### config.mk
export PLATFORM = sky130hd
export DESIGN_NAME = match_timer
export DESIGN_NICKNAME = d
export VERILOG_FILES = /design/src/rtl/match_timer_pkg.sv /design/src/rtl/mt_prescaler.sv /design/src/rtl/mt_channel.sv /design/src/rtl/match_timer.sv
export SDC_FILE = /design/constraint.sdc
export NUM_CORES = 1
export LEC_CHECK = 0
export BUFFER_PORTS_ARGS = -buffer_cell sky130_fd_sc_hd__buf_4
export CAP_MARGIN = 15
export CORE_UTILIZATION = 38
export CTS_CLUSTER_SIZE = 24
export DETAILED_ROUTE_END_ITERATION = 8
export GPL_ROUTABILITY_DRIVEN = 0
export GPL_TIMING_DRIVEN = 1
export PLACE_DENSITY = 0.63
export SETUP_SLACK_MARGIN = 0.3
export SYNTH_ARGS = -nofsm -noshare
export SYNTH_HDL_FRONTEND = slang
export SYNTH_SLANG_ARGS = --single-unit
### constraint.sdc
create_clock -name clk_i -period 3.1 [get_ports clk_i]
set_input_delay 0.155 -clock clk_i [delete_from_list [all_inputs] [get_ports clk_i]]
set_output_delay 0.155 -clock clk_i [all_outputs]
set_load 0.01 [all_outputs]
### src/rtl/match_timer_pkg.sv
package match_timer_pkg;
  localparam int unsigned ADDR_W = 4;
  localparam int unsigned CFG_W  = 3;
  localparam int unsigned CFG_INT  = 0;
  localparam int unsigned CFG_RST  = 1;
  localparam int unsigned CFG_STOP = 2;

  localparam logic [ADDR_W-1:0] A_CTRL  = 4'h0;
  localparam logic [ADDR_W-1:0] A_LIMIT = 4'h1;
  localparam logic [ADDR_W-1:0] A_MCTL  = 4'h2;
  localparam logic [ADDR_W-1:0] A_FLAG  = 4'h3;
  localparam logic [ADDR_W-1:0] A_COUNT = 4'h4;
  localparam logic [ADDR_W-1:0] A_CMP0  = 4'h8;
endpackage

### src/rtl/mt_prescaler.sv
module mt_prescaler #(
  parameter int unsigned W = 16
) (
  input  logic         clk_i,
  input  logic         rst_ni,
  input  logic         run_i,
  input  logic         hold_i,
  input  logic [W-1:0] limit_i,
  output logic         tick_o
);
  logic [W-1:0] pc_q;

  assign tick_o = run_i && !hold_i && (pc_q >= limit_i);

  always_ff @(posedge clk_i or negedge rst_ni) begin
    if (!rst_ni)               pc_q <= '0;
    else if (hold_i)           pc_q <= '0;
    else if (run_i) pc_q <= (pc_q >= limit_i) ? '0 : pc_q + 1'b1;
  end


  hold_zero_chk: assert property (@(posedge clk_i) disable iff (!rst_ni)
    hold_i |=> pc_q == '0);

  idle_keep_chk: assert property (@(posedge clk_i) disable iff (!rst_ni)
    (!run_i && !hold_i) |=> pc_q == $past(pc_q));
endmodule

### src/rtl/mt_channel.sv
module mt_channel #(
  parameter int unsigned W = 16
) (
  input  logic         clk_i,
  input  logic         rst_ni,
  input  logic         wr_i,
  input  logic [W-1:0] wdata_i,
  input  logic [W-1:0] tc_i,
  input  logic         tick_i,
  input  logic [2:0]   cfg_i,
  output logic [W-1:0] cmp_o,
  output logic         eq_o,
  output logic         set_o,
  output logic         rst_o,
  output logic         stop_o
);
  import match_timer_pkg::*;
  logic [W-1:0] cmp_q;
  logic         hit;

  always_ff @(posedge clk_i or negedge rst_ni) begin
    if (!rst_ni)   cmp_q <= '0;
    else if (wr_i) cmp_q <= wdata_i;
  end

  assign cmp_o  = cmp_q;
  assign eq_o   = (tc_i == cmp_q);
  assign hit    = tick_i && eq_o;
  assign set_o  = hit && cfg_i[CFG_INT];
  assign rst_o  = hit && cfg_i[CFG_RST];
  assign stop_o = hit && cfg_i[CFG_STOP];


  cmp_load_chk: assert property (@(posedge clk_i) disable iff (!rst_ni)
    wr_i |=> cmp_q == $past(wdata_i));
endmodule

### src/rtl/match_timer.sv
module match_timer #(
  parameter int unsigned CNT_W  = 16,
  parameter int unsigned N_CH   = 4,
  parameter int unsigned DATA_W = 16
) (
  input  logic                                clk_i,
  input  logic                                rst_ni,
  input  logic [match_timer_pkg::ADDR_W-1:0]  addr_i,
  input  logic [DATA_W-1:0]                   wdata_i,
  input  logic                                we_i,
  output logic [DATA_W-1:0]                   rdata_o,
  output logic                                irq_o,
  output logic [N_CH-1:0]                     match_o
);
  import match_timer_pkg::*;
  localparam int unsigned MCTL_W = CFG_W * N_CH;
  localparam int unsigned IDX_W  = (N_CH > 1) ? $clog2(N_CH) : 1;

  logic              run_q, hold_q, tick;
  logic [CNT_W-1:0]  limit_q, tc_q;
  logic [MCTL_W-1:0] mctl_q;
  logic [N_CH-1:0]   flag_q, set_v, rst_v, stop_v, wr_cmp, clr_v;
  logic [CNT_W-1:0]  cmp_arr [N_CH];
  logic              any_stop, any_rst;
  logic              wr_ctrl, wr_limit, wr_mctl, wr_flag;

  assign wr_ctrl  = we_i && addr_i == A_CTRL;
  assign wr_limit = we_i && addr_i == A_LIMIT;
  assign wr_mctl  = we_i && addr_i == A_MCTL;
  assign wr_flag  = we_i && addr_i == A_FLAG;

  mt_prescaler #(.W(CNT_W)) u_psc (
    .clk_i, .rst_ni, .run_i(run_q), .hold_i(hold_q),
    .limit_i(limit_q), .tick_o(tick)
  );

  for (genvar n = 0; n < N_CH; n++) begin : g_ch
    assign wr_cmp[n] = we_i && addr_i == A_CMP0 + ADDR_W'(n);
    mt_channel #(.W(CNT_W)) u_ch (
      .clk_i, .rst_ni, .wr_i(wr_cmp[n]), .wdata_i(wdata_i[CNT_W-1:0]),
      .tc_i(tc_q), .tick_i(tick), .cfg_i(mctl_q[CFG_W*n +: CFG_W]),
      .cmp_o(cmp_arr[n]), .eq_o(match_o[n]), .set_o(set_v[n]),
      .rst_o(rst_v[n]), .stop_o(stop_v[n])
    );


    flag_keep_chk: assert property (@(posedge clk_i) disable iff (!rst_ni)
      (flag_q[n] && !(wr_flag && wdata_i[n])) |=> flag_q[n]);

    flag_set_chk: assert property (@(posedge clk_i) disable iff (!rst_ni)
      set_v[n] |=> flag_q[n]);
  end

  assign any_stop = |stop_v;
  assign any_rst  = |rst_v;
  assign clr_v    = wr_flag ? wdata_i[N_CH-1:0] : '0;

  always_ff @(posedge clk_i or negedge rst_ni) begin
    if (!rst_ni) begin
      run_q   <= 1'b0;
      hold_q  <= 1'b0;
      limit_q <= '0;
      mctl_q  <= '0;
      flag_q  <= '0;
      tc_q    <= '0;
    end else begin
      if (any_stop)     run_q <= 1'b0;
      else if (wr_ctrl) run_q <= wdata_i[0];
      if (wr_ctrl)  hold_q  <= wdata_i[1];
      if (wr_limit) limit_q <= wdata_i[CNT_W-1:0];
      if (wr_mctl)  mctl_q  <= wdata_i[MCTL_W-1:0];
      flag_q <= (flag_q & ~clr_v) | set_v;
      if (hold_q)                  tc_q <= '0;
      else if (tick && !any_stop)  tc_q <= any_rst ? '0 : tc_q + 1'b1;
    end
  end

  assign irq_o = |flag_q;

  always_comb begin
    rdata_o = '0;
    if (addr_i[ADDR_W-1]) rdata_o[CNT_W-1:0] = cmp_arr[addr_i[IDX_W-1:0]];
    else begin
      case (addr_i)
        A_CTRL:  rdata_o[1:0]        = {hold_q, run_q};
        A_LIMIT: rdata_o[CNT_W-1:0]  = limit_q;
        A_MCTL:  rdata_o[MCTL_W-1:0] = mctl_q;
        A_FLAG:  rdata_o[N_CH-1:0]   = flag_q;
        A_COUNT: rdata_o[CNT_W-1:0]  = tc_q;
        default: rdata_o = '0;
      endcase
    end
  end


  step_only_chk: assert property (@(posedge clk_i) disable iff (!rst_ni)
    (!tick && !hold_q) |=> tc_q == $past(tc_q));

  wrap_zero_chk: assert property (@(posedge clk_i) disable iff (!rst_ni)
    (any_rst && !any_stop && !hold_q) |=> tc_q == '0);

  stop_freeze_chk: assert property (@(posedge clk_i) disable iff (!rst_ni)
    any_stop |=> (!run_q && tc_q == $past(tc_q)));

  hold_tc_chk: assert property (@(posedge clk_i) disable iff (!rst_ni)
    hold_q |=> tc_q == '0);
endmodule

==> results by group <==
Layout
  • Fill cells: between 1.5k and 2k
  • Area grow syn2layout: 17.6%
  • Final Util: 46.0%
  • Layout cells sized above 1: 32.9%
  • Cell area after layout: 9010 sq um
  • Antenna cell count: 0
  • Nets@finish: 764

Floorplan
  • Die area: slightly above 20000 sq um
  • Chip width: 144 um
  • Core area: approximately 20000 sq um
  • Initial Utilization: a little under 40%
  • Row count: 51
  • Die height: roughly 140 um
  • # IOs: between 40 and 50

Detailed routing
  • # DRC: 0
  • Initial detailed-routing violation count: 669
  • Avg Vias per Cell: around 5.8
  • Routed vias: 5846
  • Post-route ant nets: 0
  • Post-Route WL: 22.0 mm
  • WL/cell: roughly 22 um
  • Router iterations before antenna repair: 7

Clocking
  • CTS root buffer: clkbuf_16
  • Clock-pin slew on the worst setup and hold paths: around 0.060 ns
  • Deepest clock path buffer count: 2
  • CTS tree: built
  • CTS H-tree depth: 4
  • Clk_lat worst skew: between 0.4 and 0.5 ns
  • Cts bufs inserted: 17
  • Clk sinks: 130

Global route
  • Pin count of the biggest net entering global routing: around 130
  • Total GRT Usage: approximately 22%
  • Global-route wire length before repair: 33.2 mm
  • Initial antenna violation count: 0
  • Vias in the first global route: between 5k and 6k
  • Total gr overflow: 0

Worst hold path
  • Hold Startpoint: wdata_i[8]
  • Worst min path class: input pin to register

Placed design
  • Port Buffers: 43
  • Post-DP Area: ~8000 sq um
  • Detail Placement HPWL: around 15 mm

Synthesis
  • Ys async rst share: 100%
  • Post-Synthesis Cell Area: 7660 sq um
  • Main synth FF type: dfrtp_1
  • Most area-consuming cells after synthesis: dfrtp_1 (42%), mux2_2 (14%), xnor2_1 (7.3%), mux4_2 (4.7%), ha_1 (2.9%)
  • Syn. warnings: 0
  • Post-synth top area share: between 40% and 50%
  • Largest area contributor in the netlist: dfrtp_1
  • Post-synth EDFFs: 0
  • Sequential share of the synthesized area: a little over two fifths
  • Post-Syn Nets: 716
  • Mean Syn Cell Area: ~11 sq um
  • Cells after Synth: just under 700
  • Netlist cell types: 57
  • #FFs+latches synth: 130

Power and ir drop
  • LEAKAGE: 3.68 nW
  • Switching part of the total power: a little under a third
  • Switch Pwr: ~1.8 mW
  • Fraction of power consumed by sequential logic: 40.0%
  • Power per cell area: about 660 nW/um^2
  • Internal: slightly above 4 mW
  • Clk network pwr share: between 30% and 40%
  • Combinational power share: around a quarter
  • Max IR drop VDD: ~0.00039 V
  • Design Power: around 6.0 mW

Setup path
  • Kind of critical path: register to register
  • Critical Path Start: tc_q[2]
  • Worst endpoint data arrival time: 3.05 ns
  • CP Launch Type: register
  • Critical-path maximum fanout: 10
  • Worst setup EP type: register
  • Reg-to-reg startpoint: tc_q[2]
  • CP required: 3.40 ns

STA
  • Least-Margin Pin Slew: 0.998 ns
  • Tmin final: around 2.8 ns
  • Setup_tns: 0 ns
  • Setup violators final: 0
  • Maximum operating frequency: about 0.36 GHz
  • Hold Fails Final Rpt: 0
  • Fin crit share: around nine tenths
  • Slew headroom: between 30 and 40%
  • Worst Skew: roughly 0.009 ns
  • RSZ-0062 raised after global routing: true
  • Slew Limit Fails: 0

Run status
  • Result of the run: completed

Run
  • Max_cap viols: 0
-- per-layer routing --
metal  vias up  track usage (%)  part of all wire [%]
met4         0             10.2                   2.6
met1      2990             30.4                    44
met2       254             33.2                    46
met3        32             4.54                   7.5
met5         -                0                     0
li1       2570                -                     -
-- cell usage after synthesis (all sizes together) (17+ instances only) --
cell,number
inv,22
nor2b,17
buf,32
ha,18
nand4,18
o21ai,34
dfrtp,130
a22oi,20
nand2,55
mux2,93
nand3,23
nor2,20
xnor2,64
-- cell type report --
cell class	instances	area [sq um]	area share, %
multi-input combinational	479	4120	45.7
timing repair buffer	73	591	6.55
inverter	22	82.6	0.916
clock buffer	22	484	5.37
tap	265	332	3.68
sequential	130	3250	36.1
clock inverter	9	153	1.69
-- registers in the layout (all words and copies together) (netlist names) --
name	count
g_ch.u_ch.cmp_o	64
limit_q	16
tc_q	16
u_psc.pc_q	16
mctl_q	12
flag_q	4
hold_q	1
run_q	1
-- per-stage QoR --
stage	worst slack [ns]	hold WS [ns]	std cells
floorplan	0.638	-0.141	675
global placement	0.338	0.335	953
detailed placement	0.227	0.340	953
CTS	0.383	0.000843	986
global route	0.251	0.00938	1000
finish	0.342	0.0133	1000
-- path summary, 6_finish.rpt --
| kind | endpoint | slack [ns] | cells past startpoint |
|---|---|---|---|
| min in group asynchronous | tc_q[11] | 0.31 | 3 |
| max | tc_q[14] | 0.34 | 9 |
| min reg2reg | limit_q[3] | 0.52 | 1 |
| max reg2reg | tc_q[14] | 0.34 | 9 |
| min | g_ch[3].u_ch.cmp_o[8] | 0.01 | 2 |
| max in group asynchronous | g_ch[2].u_ch.cmp_o[15] | 2.15 | 3 |
-- layout by cell type (no fill, tap or decap), types with 4 or more instances in the layout --
| cell type | netlist | layout |
|---|---|---|
| dfrtp_1 | 130 | 129 |
| mux2_2 | 93 | 93 |
| buf_4 | 19 | 68 |
| xnor2_1 | 64 | 63 |
| nand2_1 | 55 | 55 |
| o21ai_0 | 25 | 25 |
| inv_1 | 22 | 22 |
| nand3_1 | 22 | 21 |
| nor2_1 | 20 | 20 |
| ha_1 | 18 | 18 |
| nand4_1 | 17 | 17 |
| clkbuf_16 | 0 | 17 |
| nor2b_1 | 16 | 16 |
| mux4_2 | 16 | 16 |
| a22oi_1 | 13 | 13 |
| a222oi_1 | 11 | 11 |
| o31ai_1 | 11 | 10 |
| o21ai_1 | 9 | 9 |
| and3_1 | 8 | 8 |
| a21oi_1 | 7 | 7 |
| a22oi_2 | 7 | 7 |
| nand2b_1 | 5 | 5 |
| a32o_1 | 5 | 5 |
| nor4_4 | 4 | 4 |
| nor3_1 | 4 | 4 |
| nor4_1 | 4 | 4 |
| o211ai_1 | 4 | 4 |
| or3_1 | 4 | 4 |
| and2_1 | 4 | 4 |
| clkbuf_8 | 0 | 4 |
| bufinv_16 | 0 | 4 |
-- cells by family after synthesis --
group                      after synthesis  synth area share (%)
AOI/OAI and AO/OA                      112                  11.5
xor gates and xnor gates                65                  7.43
adders and majority gates               18                  2.94
buffers and inverters                   67                  4.62
DFF                                    130                  42.4
muxes                                  109                  18.4
and+or+nand+nor                        174                  12.7
-- power groups by stage --
stage          sequential (mW)  clock, mW  combinational (mW)
2_1_floorplan             2.24          0                1.02
3_3_place_gp              2.37          0                1.34
3_5_place_dp              2.40          0                1.36
4_1_cts                   2.37       2.20                1.37
5_1_grt                   2.43       2.28                1.51
6_report                  2.38       2.18                1.40
-- critical path: stages, from the launching register on --
cell	delay, ns
dfrtp_1	0.53
xnor2_1	0.37
nand4_1	0.22
nor4_4	0.38
buf_4	0.20
a222oi_1	0.12
buf_4	0.17
o221a_4	0.31
a31oi_1	0.21
o31ai_2	0.10
-- timing repair --
item                       4_1_cts  5_1_grt
setup endpoints to repair       12       16
gates cloned                     0        1
setup buffers                    0       13
pin swaps                        0        7
gates resized for setup          2        5
hold endpoints to repair       135        0
hold buffers                     2        0
No activity file was read; power rests on OpenSTA's default activity.
